<file path="src/rtl/txbrk_pkg.sv">
package txbrk_pkg;

    typedef enum logic [1:0] {
        PH_REST     = 2'd0,
        PH_PREAMBLE = 2'd1,
        PH_BREAK    = 2'd2,
        PH_STOP     = 2'd3
    } phase_e;

    typedef struct packed {
        logic idle_pend;
        logic brk_pend;
    } pend_t;

    // Frame length in bit times: base length plus one for nine-bit frames.
    function automatic int unsigned frame_bits(input logic nine, input int unsigned base);
        return nine ? base + 1 : base;
    endfunction

    // Break length in bit times for the configuration selected at break start.
    function automatic int unsigned break_bits(input logic nine, input logic lin,
                                               input int unsigned base,
                                               input int unsigned lin_len);
        if (lin && !nine) return lin_len;
        return frame_bits(nine, base);
    endfunction

    // Counter width that can hold the largest phase length.
    function automatic int unsigned cnt_width(input int unsigned base, input int unsigned lin_len);
        int unsigned mx;
        mx = (lin_len > base + 1) ? lin_len : base + 1;
        return $clog2(mx + 1);
    endfunction

endpackage

</file>
<file path="src/rtl/txbrk_req_capture.sv">
module txbrk_req_capture
    import txbrk_pkg::*;
(
    input  logic  clk,
    input  logic  rst,
    input  logic  tx_en,
    input  logic  send_brk,
    input  logic  take_idle,
    input  logic  take_brk,
    input  logic  brk_end,
    output pend_t pend
);
    logic en_q, brk_q;
    logic en_rise, brk_rise, brk_again;
    pend_t pend_q;

    assign en_rise   = tx_en && !en_q;
    assign brk_rise  = send_brk && !brk_q;
    assign brk_again = brk_end && send_brk;

    always_ff @(posedge clk) begin
        if (rst) begin
            en_q   <= 1'b0;
            brk_q  <= 1'b0;
            pend_q <= '0;
        end else begin
            en_q  <= tx_en;
            brk_q <= send_brk;
            if (en_rise)
                pend_q.idle_pend <= 1'b1;
            else if (take_idle)
                pend_q.idle_pend <= 1'b0;
            if (brk_rise || brk_again)
                pend_q.brk_pend <= 1'b1;
            else if (take_brk)
                pend_q.brk_pend <= 1'b0;
        end
    end

    assign pend = pend_q;

    // a taken break request is consumed unless a new request arrives with it
    a_r4_brk_consumed: assert property (@(posedge clk) disable iff (rst)
        (take_brk && !brk_rise && !brk_again) |=> !pend_q.brk_pend);

    // a lone falling edge of the enable never creates an idle request
    a_r7_no_idle_on_fall: assert property (@(posedge clk) disable iff (rst)
        (!pend_q.idle_pend && !tx_en) |=> !pend_q.idle_pend);

endmodule

</file>
<file path="src/rtl/txbrk_bit_timer.sv">
module txbrk_bit_timer #(
    parameter int unsigned CNT_W = 4
) (
    input  logic             clk,
    input  logic             rst,
    input  logic             tick,
    input  logic             run,
    input  logic             load,
    input  logic [CNT_W-1:0] lim_in,
    output logic             last
);
    logic [CNT_W-1:0] cnt_q, lim_q;

    always_ff @(posedge clk) begin
        if (rst) begin
            cnt_q <= '0;
            lim_q <= CNT_W'(1);
        end else if (load) begin
            cnt_q <= '0;
            lim_q <= lim_in;
        end else if (run && tick) begin
            cnt_q <= cnt_q + CNT_W'(1);
        end
    end

    assign last = run && tick && (cnt_q == lim_q - CNT_W'(1));

    // the bit counter never runs past the latched phase length
    a_r1_cnt_in_range: assert property (@(posedge clk) disable iff (rst)
        run |-> (cnt_q < lim_q));

    // the latched length does not move while a phase runs without reload
    a_r3_len_held: assert property (@(posedge clk) disable iff (rst)
        (run && !load) |=> $stable(lim_q));

endmodule

</file>
<file path="src/rtl/txbrk_seq_fsm.sv">
module txbrk_seq_fsm
    import txbrk_pkg::*;
#(
    parameter int unsigned CNT_W = 4
) (
    input  logic             clk,
    input  logic             rst,
    input  logic             tick,
    input  logic             last,
    input  pend_t            pend,
    input  logic [CNT_W-1:0] frame_len,
    input  logic [CNT_W-1:0] brk_len,
    output phase_e           phase,
    output logic             run,
    output logic             load,
    output logic [CNT_W-1:0] load_len,
    output logic             take_idle,
    output logic             take_brk,
    output logic             brk_end,
    output logic             done
);
    phase_e ph_q, ph_d;
    logic   choose, pre_end, done_q;

    assign pre_end   = (ph_q == PH_PREAMBLE) && last;
    assign brk_end   = (ph_q == PH_BREAK) && last;
    assign choose    = (tick && (ph_q == PH_REST || ph_q == PH_STOP)) || pre_end;
    assign take_idle = choose && pend.idle_pend;
    assign take_brk  = choose && !pend.idle_pend && pend.brk_pend;
    assign load      = take_idle || take_brk;
    assign load_len  = take_idle ? frame_len : brk_len;
    assign run       = (ph_q == PH_PREAMBLE) || (ph_q == PH_BREAK);

    always_comb begin
        ph_d = ph_q;
        if (take_idle)
            ph_d = PH_PREAMBLE;
        else if (take_brk)
            ph_d = PH_BREAK;
        else if (brk_end)
            ph_d = PH_STOP;
        else if (choose)
            ph_d = PH_REST;
    end

    always_ff @(posedge clk) begin
        if (rst) begin
            ph_q   <= PH_REST;
            done_q <= 1'b0;
        end else begin
            ph_q   <= ph_d;
            done_q <= brk_end || pre_end;
        end
    end

    assign phase = ph_q;
    assign done  = done_q;

    // a finished break is always followed by a stop bit
    a_r6_stop_follows_break: assert property (@(posedge clk) disable iff (rst)
        brk_end |=> (ph_q == PH_STOP));

    // a pending idle is served ahead of any break
    a_r8_idle_first: assert property (@(posedge clk) disable iff (rst)
        (choose && pend.idle_pend) |=> (ph_q == PH_PREAMBLE));

    // done never lasts longer than one cycle
    a_r9_done_single: assert property (@(posedge clk) disable iff (rst)
        done_q |=> !done_q);

endmodule

</file>
<file path="src/rtl/tx_break_gen.sv">
module tx_break_gen
    import txbrk_pkg::*;
#(
    parameter int unsigned BASE_BITS = 10,
    parameter int unsigned LIN_BITS  = 13
) (
    input  logic clk,
    input  logic rst,
    input  logic baud_tick,
    input  logic nine_bit,
    input  logic lin_master,
    input  logic tx_en,
    input  logic send_brk,
    output logic tx,
    output logic busy,
    output logic done
);
    localparam int unsigned CNT_W = cnt_width(BASE_BITS, LIN_BITS);

    pend_t            pend;
    phase_e           phase;
    logic             run, load, last, take_idle, take_brk, brk_end;
    logic [CNT_W-1:0] frame_len, brk_len, load_len;

    assign frame_len = CNT_W'(frame_bits(nine_bit, BASE_BITS));
    assign brk_len   = CNT_W'(break_bits(nine_bit, lin_master, BASE_BITS, LIN_BITS));

    txbrk_req_capture u_req (
        .clk       (clk),
        .rst       (rst),
        .tx_en     (tx_en),
        .send_brk  (send_brk),
        .take_idle (take_idle),
        .take_brk  (take_brk),
        .brk_end   (brk_end),
        .pend      (pend)
    );

    txbrk_bit_timer #(.CNT_W(CNT_W)) u_timer (
        .clk    (clk),
        .rst    (rst),
        .tick   (baud_tick),
        .run    (run),
        .load   (load),
        .lim_in (load_len),
        .last   (last)
    );

    txbrk_seq_fsm #(.CNT_W(CNT_W)) u_fsm (
        .clk       (clk),
        .rst       (rst),
        .tick      (baud_tick),
        .last      (last),
        .pend      (pend),
        .frame_len (frame_len),
        .brk_len   (brk_len),
        .phase     (phase),
        .run       (run),
        .load      (load),
        .load_len  (load_len),
        .take_idle (take_idle),
        .take_brk  (take_brk),
        .brk_end   (brk_end),
        .done      (done)
    );

    assign tx   = (phase != PH_BREAK);
    assign busy = (phase != PH_REST) || pend.idle_pend || pend.brk_pend;

    // the line is high in the first cycle after reset
    a_r10_line_high_after_reset: assert property (@(posedge clk) disable iff (rst)
        $past(rst) |-> (tx && !done));

    // the line can only be low while busy is reported
    a_r11_low_implies_busy: assert property (@(posedge clk) disable iff (rst)
        !tx |-> busy);

endmodule

</file>
<file path="config.mk">
export PLATFORM = sky130hd
export DESIGN_NAME = tx_break_gen
export DESIGN_NICKNAME = d
export VERILOG_FILES = /design/src/rtl/txbrk_pkg.sv /design/src/rtl/txbrk_req_capture.sv /design/src/rtl/txbrk_bit_timer.sv /design/src/rtl/txbrk_seq_fsm.sv /design/src/rtl/tx_break_gen.sv
export SDC_FILE = /design/constraint.sdc
export NUM_CORES = 1
export LEC_CHECK = 0
export ABC_AREA = 1
export BUFFER_PORTS_ARGS = -buffer_cell sky130_fd_sc_hd__buf_2
export CAP_MARGIN = 40
export CORE_MARGIN = 1.5
export CORE_UTILIZATION = 50
export CTS_CLUSTER_DIAMETER = 40
export DETAILED_ROUTE_END_ITERATION = 10
export PLACE_DENSITY = 0.67
export SLEW_MARGIN = 20
export SYNTH_ARGS = -nofsm -noshare
export SYNTH_HDL_FRONTEND = slang
export SYNTH_SLANG_ARGS = --single-unit
</file>
<file path="constraint.sdc">
create_clock -name clk -period 4.2 [get_ports clk]
set_input_delay 0.42 -clock clk [delete_from_list [all_inputs] [get_ports clk]]
set_output_delay 0.42 -clock clk [all_outputs]
set_load 0.1 [all_outputs]
</file>
==> results.cfg, run 1 <==
[min_path]
worst_hold_path_type = in -> reg
min_from = send_brk

[place]
hpwl_um = 1140
dpl_cell_area_um2 = 892
post-place-ws_ps = 2410
portBuffers = 9
gp_congestion = 0.829
dp_cells = 149

[finish]
drive_above_1_share = 0.139
n_antenna_cell = 0
nNetsFinal = 150
instances_no_fill = 153
nFillCells = 152
syn2layout_area_growth_pct = 10.5
final_cell_mix = nand2_1 (30), inv_1 (25), nor2_1 (17), dfxtp_1 (15), nand3_1 (12)
final_common_cell = nand2_1
seq_area_um2 = 300
final_area_um2 = 918
multi_input_area_um2 = 433

[critical_path]
startpoint_type = register
r2r-start = u_fsm.phase[0]$_SDFFE_PP0P_
crit_fanout = 3
required_ps = 3780
cp_slowest_cell = buf_2
arrival_ps = 1430
crit_chain = inv_1, ha_1, inv_1, buf_2
critPathMostFrequentCell = inv_1
slowest_delay_ps = 410
cp-end-kind = primary output
path_class = reg -> out
crit_path_start = u_fsm.phase[0]$_SDFFE_PP0P_

[clocking]
path_clk_slew_ps = 90
cts.repair.resized = 0
cts_tree = yes
cts_setup_buffers = 0
htree_levels = 1
cts_hold_buf = 0
cts.sinks = 15
clk_latency_ps = 290
cts_buffers = 3
root_buffer = clkbuf_4
clock_tree.buffer_depth = 2

[synth]
syn_area_per_cell_um2 = 6.65
syn_area_um2 = 831
seq_area_frac_synth = 0.361
yosysWarnings = 0
synth_top_cell_area_share = 0.361
synth_top_area_cell = dfxtp_1
yosysUniqueCellTypes = 17
synthTopCellsByArea = dfxtp_1 (36%), nand2_1 (14%), inv_1 (11%)
syn_nets = 137
ys_seq_elements = 15
synthCells = 125

[sta]
timing.final.ws_setup_ps = 2350
rsz0062_at_grt = no
finalSetupViolCount = 0
period_share = 0.441
fin_skew_ps = 7.55
slew_viol_final = 0
tightest_slew_ps = 482
finalHoldViolCount = 0
min_period_ps = 1850
maxSlewHeadroom = 0.681
tns_ps = 0
timing.fmax_mhz = 540

[detailed_routing]
wire_per_inst_um = 9.42
viasPerCell = 4.82
dr.pass1.iters = 4
wirelength_um = 1440
dr.first_iter.drc_count = 14
via_count = 738
route.detailed.drc = 0
postRouteAntennaNets = 0

[floorplan]
die-area_um2 = 1910
fp.dieW_um = 43.8
initial_core_util = 0.545
core.rowCount = 14
core_area_um2 = 1520
ioPinCount = 10
die_h_um = 43.8

[pwr]
power_density_nw_per_um2 = 332
vdd_drop_max_v = 0.000237
p_leak_nw = 0.471

[global_route]
grt_max_degree = 9
grt_overflow = 0
track_usage = 0.183
antenna_found_initial = 0
grt_pass1_wl_um = 2500
grt_pass1_vias = 628

[run_status]
status = complete, no violations

[flow_run]
drv_cap = 0
-- kinds of logic (layout without fill, tap and decap cells) --
family          after synthesis  after routing  synth area share
buf+inv                      26             38             0.117
flops                        15             15             0.361
compound gates               12             12            0.0889
simple gates                 66             66             0.346
xor+xnor                      1              1            0.0105
fa+ha+maj                     5              5            0.0753
-- sequential cells by signal, summed over array words and instances, names as in the netlist --
signal and count:
u_fsm.done 1, u_fsm.phase 2, u_req.brk_q 1, u_req.en_q 1
u_req.pend 2, u_timer.cnt_q 4, u_timer.lim_q 4
-- synth_stat cells --
library cell	count
xor2_1	1
o211ai_1	1
o21ai_0	1
nor3_1	1
a21oi_1	9
nand2_2	3
dfxtp_1	15
nand2_1	30
nor2_2	1
inv_1	25
clkbuf_1	1
nand2_4	1
nand3_1	12
ha_1	5
nand3_2	1
nor2_1	17
o21ai_4	1
-- final timing paths --
kind	endpoint	slack (ps)	cells after the start
max	tx	2350	4
min	u_req.brk_q$_SDFF_PP0_	350	3
max reg2reg	u_timer.lim_q[0]$_SDFFE_PP1P_	2360	13
min reg2reg	u_timer.lim_q[3]$_SDFFE_PP0P_	480	2
-- report_power, final --
part           internal (mW)  switching (mW)  total, mW
Combinational         0.0200          0.0464     0.0664
Clock                 0.0370          0.0456     0.0825
Sequential             0.150         0.00610      0.156
Total                  0.207          0.0981      0.305
-- per-stage QoR --
step                 util  power, mW  hold WS [ps]
finish              0.603      0.305           347
global placement    0.585      0.225           463
global route        0.603      0.324           363
floorplan               -      0.212           448
detailed placement  0.585      0.226           477
CTS                 0.603      0.308           342
-- area by class of cell --
| class | count | area share |
|---|---|---|
| Multi-Input combinational cell | 84 | 0.471 |
| Sequential cell | 15 | 0.327 |
| Inverter | 25 | 0.102 |
| Timing Repair Buffer | 9 | 0.0490 |
| Clock buffer | 4 | 0.0286 |
| Tap cell | 16 | 0.0218 |
-- routing by layer --
metal  vias to the layer above  part of all wire  global-route usage
met2                        16              0.43               0.265
met5                         -                 0                   0
li1                        405                 -                   -
met4                         0             0.020              0.0909
met1                       313              0.50               0.233
met3                         4             0.049              0.0750
-- worst max-delay path, delay by kind of cell (launching register included) --
family,cells,cell delay (ps)
buf+inv,3,540
fa+ha+maj,1,230
flops,1,370
Note: power is estimated with default switching activity, not from simulation.
==> run 2: changes to the inputs <==
clock period = 1.9 ns   (was 4.2 ns; I/O delays follow)
==> run 2 against run 1 <==
Count of clock-buffer cells in the layout unchanged. Wire length increased by 4.5%. Core utilization increased by 2.2 points. Largest power group unchanged. Power increased by 120%. Register-to-register slack got worse by 2200 ps.
==> results.cfg, run 2 (synthesis results as in run 1) <==
[clocking]
path_clk_slew_ps = 90
cts.sinks = 15
cts_buffers = 3
clk_latency_ps = 290
cts_tree = yes
clock_tree.buffer_depth = 2
htree_levels = 1
root_buffer = clkbuf_4

[critical_path]
path_class = reg -> reg
slowest_delay_ps = 350
arrival_ps = 1940
r2r-start = u_fsm.phase[1]$_SDFFE_PP0P_
cp_slowest_cell = dfxtp_2
required_ps = 2080
startpoint_type = register
crit_chain = inv_1, ha_4, nand2_2, nor2_2, nand3_1, nor2_2, nand3_2, nand2_4, nand2_2, nand2_1, nand2_1, nand2_1, nand2_1
reg2regPathDepth = 13
timing.rr.end = u_timer.lim_q[0]$_SDFFE_PP1P_
critPathMostFrequentCell = nand2_1
cp-end-kind = register
crit_path_end = u_timer.lim_q[0]$_SDFFE_PP1P_
reg2reg_slack_ps = 140
crit_path_start = u_fsm.phase[1]$_SDFFE_PP0P_
crit_fanout = 6

[global_route]
gr-usage-met1 = 0.233
grt_use_met3 = 0.0750
grt_pass1_vias = 628
grt_max_degree = 9
grt_overflow = 0
antenna_found_initial = 0
grt_pass1_wl_um = 2500
top_usage_layer = met2
grtUsageMet2 = 0.265
track_usage = 0.183

[detailed_routing]
dr.pass1.iters = 4
viasPerCell = 4.88
wirelength_um = 1510
wire_per_inst_um = 9.72
postRouteAntennaNets = 0
route.detailed.drc = 0
dr.first_iter.drc_count = 6
via_count = 756

[finish]
seq_area_um2 = 304
instances_no_fill = 155
drive_above_1_share = 0.187
nNetsFinal = 152
multi_input_area_um2 = 448
final_cell_mix = nand2_1 (30), inv_1 (25), nor2_1 (16), nand3_1 (12), dfxtp_1 (12)
final_common_cell = nand2_1
nFillCells = 147
syn2layout_area_growth_pct = 14.6
n_antenna_cell = 0
reg_top3 = u_timer.cnt_q x4, u_timer.lim_q x4
final_area_um2 = 952

[pwr]
power_density_nw_per_um2 = 715
p_leak_nw = 0.483
vdd_drop_max_v = 0.000545
total_power_mw = 0.680

[floorplan]
die-area_um2 = 1910
ioPinCount = 10
initial_core_util = 0.545
die_h_um = 43.8
fp.dieW_um = 43.8
core_area_um2 = 1520
core.rowCount = 14

[sta]
finalSetupViolCount = 0
period_share = 0.927
holdWs_ps = 116
slew_viol_final = 0
timing.fmax_mhz = 568
tns_ps = 0
tightest_slew_ps = 482
maxSlewHeadroom = 0.681
min_period_ps = 1760
finalHoldViolCount = 0
fin_skew_ps = 7.96

[min_path]
worst_hold_path_type = in -> reg

[place]
gp_congestion = 0.829
dpl_cell_area_um2 = 892
dp_cells = 149
hpwl_um = 1140
portBuffers = 9

[flow_run]
drv_cap = 0

[run_status]
status = complete, no violations
## run 2: timing repair
| action | 4_1_cts | 5_1_grt |
|---|---|---|
| endpoints found under the setup margin | 0 | 11 |
| buffers inserted | 0 | 2 |
| hold buffers | 0 | 0 |
| resized for setup | 0 | 5 |
## run 2: worst max-delay path, delay by kind of cell (launching register included)
kind,cells,cell delay (ps)
AND/OR/NAND/NOR,11,930
flip-flops,1,350
adder cells (fa/ha/maj),1,280
buffers and inverters,1,80
## run 2: area by class of cell
type                       instances  area share
inverter                          25      0.0986
multi-input combinational         84       0.470
tap                               16      0.0210
sequential                        15       0.319
timing repair buffer              11      0.0631
clock buffer                       4      0.0276
## run 2: metrics by stage
stage	setup slack [ps]	utilization
6_report	138	0.625
3_5_place_dp	106	0.585
3_3_place_gp	137	0.585
2_1_floorplan	250	-
5_1_grt	-12.5	0.625
4_1_cts	66.1	0.603
## run 2: power by group
group	internal, mW	total, mW	switching [mW]
Combinational	0.0472	0.153	0.106
Sequential	0.332	0.345	0.0136
Clock	0.0817	0.182	0.100
## run 2: worst min path at each step
stage	cells after the start	end	start	slack (ps)
2_1_floorplan	2	u_req.brk_q$_SDFF_PP0_	send_brk	310
3_3_place_gp	3	u_req.brk_q$_SDFF_PP0_	send_brk	400
3_5_place_dp	3	u_req.en_q$_SDFF_PP0_	tx_en	410
4_1_cts	3	u_req.en_q$_SDFF_PP0_	tx_en	110
5_1_grt	3	u_req.brk_q$_SDFF_PP0_	send_brk	130
6_report	3	u_req.brk_q$_SDFF_PP0_	send_brk	120
## run 2: layer usage
layer  part of all wire  vias up  routed length, um
met3              0.052        4                 79
met2               0.42       18                639
met4              0.019        0                 29
met5                  0        -                  0
li1                   -      408                  -
met1               0.50      326                758
